===== config.mk =====
export PLATFORM = sky130hd
export DESIGN_NAME = rtc_irq_front
export DESIGN_NICKNAME = d
export VERILOG_FILES = /design/src/rtl/rtc_irq_pkg.sv /design/src/rtl/rtc_irq_mask.sv /design/src/rtl/rtc_irq_status.sv /design/src/rtl/rtc_irq_rdmux.sv /design/src/rtl/rtc_irq_front.sv
export SDC_FILE = /design/constraint.sdc
export NUM_CORES = 1
export LEC_CHECK = 0
export BUFFER_PORTS_ARGS = -buffer_cell sky130_fd_sc_hd__buf_2
export CORE_MARGIN = 2
export CORE_UTILIZATION = 45
export DETAILED_ROUTE_END_ITERATION = 7
export GPL_TIMING_DRIVEN = 0
export PLACE_DENSITY = 0.72
export SLEW_MARGIN = 20
export SYNTH_ARGS = -nofsm -noshare
export SYNTH_HDL_FRONTEND = slang
export SYNTH_SLANG_ARGS = --single-unit

===== constraint.sdc =====
create_clock -name clk_i -period 0.96 [get_ports clk_i]
set_input_delay 0.048 -clock clk_i [delete_from_list [all_inputs] [get_ports clk_i]]
set_output_delay 0.048 -clock clk_i [all_outputs]
set_load 0.005 [all_outputs]

===== src/rtl/rtc_irq_pkg.sv =====
package rtc_irq_pkg;
  localparam int REG_AW = 3;

  typedef enum logic [REG_AW-1:0] {
    REG_STATUS = 3'd0,
    REG_MASK   = 3'd1,
    REG_SET    = 3'd2,
    REG_UNSET  = 3'd3,
    REG_ACK    = 3'd4
  } reg_sel_e;

  localparam int SRC_UPD   = 0;
  localparam int SRC_ALARM = 1;
  localparam int SRC_SEC   = 2;
  localparam int SRC_TIME  = 3;
  localparam int SRC_CAL   = 4;
endpackage


===== src/rtl/rtc_irq_mask.sv =====
module rtc_irq_mask #(
  parameter int SRC_N = 5
) (
  input  logic             clk_i,
  input  logic             rst_i,
  input  logic [SRC_N-1:0] set_i,
  input  logic [SRC_N-1:0] unset_i,
  output logic [SRC_N-1:0] mask_o
);
  function automatic logic [SRC_N-1:0] mask_next(input logic [SRC_N-1:0] cur,
                                                 input logic [SRC_N-1:0] on,
                                                 input logic [SRC_N-1:0] off);
    return (cur | on) & ~off;
  endfunction

  always_ff @(posedge clk_i) begin
    if (rst_i) mask_o <= '0;
    else       mask_o <= mask_next(mask_o, set_i, unset_i);
  end
endmodule


===== src/rtl/rtc_irq_status.sv =====
module rtc_irq_status #(
  parameter int SRC_N = 5
) (
  input  logic             clk_i,
  input  logic             rst_i,
  input  logic [SRC_N-1:0] ev_i,
  input  logic [SRC_N-1:0] ack_i,
  output logic [SRC_N-1:0] status_o
);
  // Event has priority over acknowledge.
  function automatic logic bit_next(input logic cur, input logic ev, input logic ack);
    return ev | (cur & ~ack);
  endfunction

  for (genvar k = 0; k < SRC_N; k++) begin : g_bit
    always_ff @(posedge clk_i) begin
      if (rst_i) status_o[k] <= 1'b0;
      else       status_o[k] <= bit_next(status_o[k], ev_i[k], ack_i[k]);
    end
  end
endmodule


===== src/rtl/rtc_irq_rdmux.sv =====
module rtc_irq_rdmux
  import rtc_irq_pkg::*;
#(
  parameter int SRC_N         = 5,
  parameter bit MASK_READABLE = 1'b1
) (
  input  logic              clk_i,
  input  logic              rst_i,
  input  logic              rd_en_i,
  input  logic [REG_AW-1:0] addr_i,
  input  logic [SRC_N-1:0]  status_i,
  input  logic [SRC_N-1:0]  mask_i,
  output logic [SRC_N-1:0]  rdata_o
);
  logic [SRC_N-1:0] mask_view;
  logic [SRC_N-1:0] sel_data;

  if (MASK_READABLE) begin : g_mask_vis
    assign mask_view = mask_i;
  end else begin : g_mask_hid
    assign mask_view = '0;
  end

  always_comb begin
    case (addr_i)
      REG_STATUS: sel_data = status_i;
      REG_MASK:   sel_data = mask_view;
      default:    sel_data = '0;
    endcase
  end

  always_ff @(posedge clk_i) begin
    if (rst_i)        rdata_o <= '0;
    else if (rd_en_i) rdata_o <= sel_data;
  end
endmodule


===== src/rtl/rtc_irq_front.sv =====
module rtc_irq_front
  import rtc_irq_pkg::*;
#(
  parameter int SRC_N         = 5,
  parameter bit MASK_READABLE = 1'b1
) (
  input  logic              clk_i,
  input  logic              rst_i,
  input  logic              wr_en_i,
  input  logic              rd_en_i,
  input  logic [REG_AW-1:0] addr_i,
  input  logic [SRC_N-1:0]  wdata_i,
  input  logic [SRC_N-1:0]  ev_i,
  output logic [SRC_N-1:0]  rdata_o,
  output logic              irq_o
);
  // Named internal events, visible to the bound checker.
  logic [SRC_N-1:0] set_req;
  logic [SRC_N-1:0] unset_req;
  logic [SRC_N-1:0] ack_req;
  logic [SRC_N-1:0] status_q;
  logic [SRC_N-1:0] mask_q;
  logic [SRC_N-1:0] pending;

  assign set_req   = (wr_en_i && addr_i == REG_SET)   ? wdata_i : '0;
  assign unset_req = (wr_en_i && addr_i == REG_UNSET) ? wdata_i : '0;
  assign ack_req   = (wr_en_i && addr_i == REG_ACK)   ? wdata_i : '0;

  rtc_irq_mask #(.SRC_N(SRC_N)) mask_i (
    .clk_i   (clk_i),
    .rst_i   (rst_i),
    .set_i   (set_req),
    .unset_i (unset_req),
    .mask_o  (mask_q)
  );

  rtc_irq_status #(.SRC_N(SRC_N)) status_i (
    .clk_i    (clk_i),
    .rst_i    (rst_i),
    .ev_i     (ev_i),
    .ack_i    (ack_req),
    .status_o (status_q)
  );

  rtc_irq_rdmux #(.SRC_N(SRC_N), .MASK_READABLE(MASK_READABLE)) rdmux_i (
    .clk_i    (clk_i),
    .rst_i    (rst_i),
    .rd_en_i  (rd_en_i),
    .addr_i   (addr_i),
    .status_i (status_q),
    .mask_i   (mask_q),
    .rdata_o  (rdata_o)
  );

  assign pending = status_q & mask_q;
  assign irq_o   = |pending;
endmodule


==> metrics <==
port bufs=21; RSZ-0062 raised after global routing=true; final worst slack=-0.2803 ns; Nets=123; num ports=23; VDD IR max=0.0007529 V; dpl hpwl=1.162 mm; Switching Share=26.06%; Total GRT Usage=20.31%; Max Cap Violations=0; worst-margin pin slew=approximately 0.75 ns; cell count after synthesis=69; required time worst endpoint=0.91 ns; clk buf depth=2; synthesized flop and latch total=15; Hold WC Path Type=input port to register; Final Max Tran Viols=0; multiplexer share of the synthesized area=8.137%; Initial Util=a little under half; clock-pin slew on the worst setup and hold paths=0.09 ns; Synth Area in Adders=0%; Pwr Total=1227 µW; commonest cells after routing, fill and taps aside=21 x buf_2, 12 x dfxtp_1, 10 x nor2_1; die area=1867 µm²; Min-Delay Path Depth=3; Clk network pwr share=30.9%; Setup Skew=0.002610 ns; Final Hold Vio Count=0; largest net degree at the start of global routing=11; Seq pwr share=between 50% and 60%; Leakage Power=between 0.0004 and 0.0005 µW; Netlist Area Pre-Place=691.9 µm²; final core occ=65.82%; largest family of logic cells by synthesized area=compound AO/OA/AOI/OAI gates; Final Wtd Congestion=0.6815; DR WL/cell=14.27 µm; R2R depth=5; Vias=687; layout cell share with drive strength beyond 1=46.67%; CTS Buf Count=3; Psw=319.6 µW; combinational share of power=15.0%; DRC=0; Sink Count=15; initial antenna violation count=0; Chip Height=43.21 µm; Seq/Total Area, Yosys=43.40%; total wire length=1.727 mm; row count=14; Final period util=129.2%; slew margin rel.=49.95%; CP Capture Type=primary output; synth-to-layout area growth=39.96%; DR vias/cell=5.678; critical path startpoint category=register; post-synthesis compound-gate area fraction=a little over a quarter; htree depth=1; DRT iter0 DRCs=9; Distinct cells, synth=18; Synth Area in XOR/XNOR=0%; final instance area=968.4 µm²; crit-path max FO=2; most common cell after layout, fill and taps aside=buf_2; Fillers=126; Pwr Density=1267 nW/µm²; Ys Warns=0; placed instance area=817.0 µm²; syn nets=between 80 and 90; Setup CP Type=register to primary output; Synth Area in Simple Gates=between 15 and 20%; CORE AREA=between 1000 and 1500 µm²; vias in the first global route=657; maximum operating frequency=806.2 MHz; min cycle time layout=1.240 ns; First-pass DRT Iterations=4; Remaining Overflow, GRT=0; root buffer cell=clkbuf_4; Clock Latency Late Sink=0.29 ns; first-pass GRT wire length=2.787 mm; failing checks=negative setup slack; average size of a mapped cell=10.03 µm²; number of setup violations in the final report=2; Die W=43.21 µm; P_int=between 900 and 1000 µW; Routed Antenna Nets=0; CTS tree=built; CP arrival=~1.2 ns; status=complete, but fails checks; ANT cells=0
-- metrics by stage --
| stage | hold WS, ns | setup TNS, ns | setup WS, ns | std cells |
|---|---|---|---|---|
| floorplan | 0.1201 | 0 | 0.1022 | 69 |
| global placement | 0.2691 | 0 | 0.01525 | 106 |
| detailed placement | 0.2769 | 0 | 0.01010 | 106 |
| CTS | 0.008486 | -0.3667 | -0.2979 | 119 |
| global route | 0.02880 | -0.4763 | -0.3130 | 121 |
| finish | 0.008275 | -0.4150 | -0.2803 | 121 |
-- cells in the mapped netlist --
library cell  count  area share (%)
dfxtp_1          15              43
nor2_1           10             5.4
a21oi_1           8             5.8
a211oi_2          5             9.0
a311oi_1          5             6.3
inv_1             5             2.7
mux2_2            5             8.1
nor2b_1           5             4.5
a21oi_2           2             2.5
a222oi_1          1             1.4
a22oi_1           1             1.1
and4b_2           1             1.6
and4bb_2          1             1.8
and4bb_4          1             2.4
buf_6             1             1.6
clkbuf_1          1            0.54
nand2_1           1            0.54
nor3b_1           1             1.1
-- power groups by stage --
stage	clock [µW]	combinational (µW)	sequential, µW
global route	405	202	666
floorplan	0	78.4	671
detailed placement	0	146	677
CTS	383	175	663
finish	379	184	663
global placement	0	141	675
-- logic make-up after synthesis --
logic type | Yosys count
buffers and inverters | 7
AOI/OAI and AO/OA | 22
DFF | 15
muxes | 5
and+or+nand+nor | 20
-- path summary, 6_finish.rpt --
kind / from / endpoint / slack (ns)
setup / recovery: mask_i.mask_o[4] / irq_o / -0.28
hold / removal: ev_i[2] / status_i.status_o[2] / 0.008
setup reg to reg: mask_i.mask_o[4] / rdmux_i.rdata_o[4] / -0.13
hold reg to reg: status_i.status_o[2] / status_i.status_o[2] / 0.53
-- layout make-up --
cell class	instances	area (µm²)	area share (%)
clock buffer	4	26.28	2.713
buffer	2	15.01	1.550
timing repair buffer	32	211.5	21.83
tap	16	20.02	2.067
inverter	5	18.77	1.938
multi-input combinational	47	372.9	38.50
sequential	15	304.0	31.40
-- timing repair --
action | 4_1_cts | 5_1_grt
gates resized for setup | 3 | 5
hold endpoints to repair | 9 | 0
hold buffers | 8 | 0
setup buffers | 1 | 2
setup endpoints to repair | 1 | 5
pin swaps | 2 | 1
-- critical path, cell delays in order, from the launching register on --
cell and delay [ns]:
dfxtp_2 0.33, a222oi_1 0.36, nand2_1 0.08, buf_2 0.13
-- sequential cells by signal (all words and copies together) (netlist names) --
signal and flops:
mask_i.mask_o 5, rdmux_i.rdata_o 5, status_i.status_o 5
-- layer usage --
metal  vias up  GRT usage, %  part of all wire [%]
li1        328             -                     -
met5         -             0                     0
met3         7         5.106                   6.3
met2        24         31.94                    47
met4         0         12.73                   2.7
met1       328         24.35                    44
Note: power is estimated with default switching activity, not from simulation.
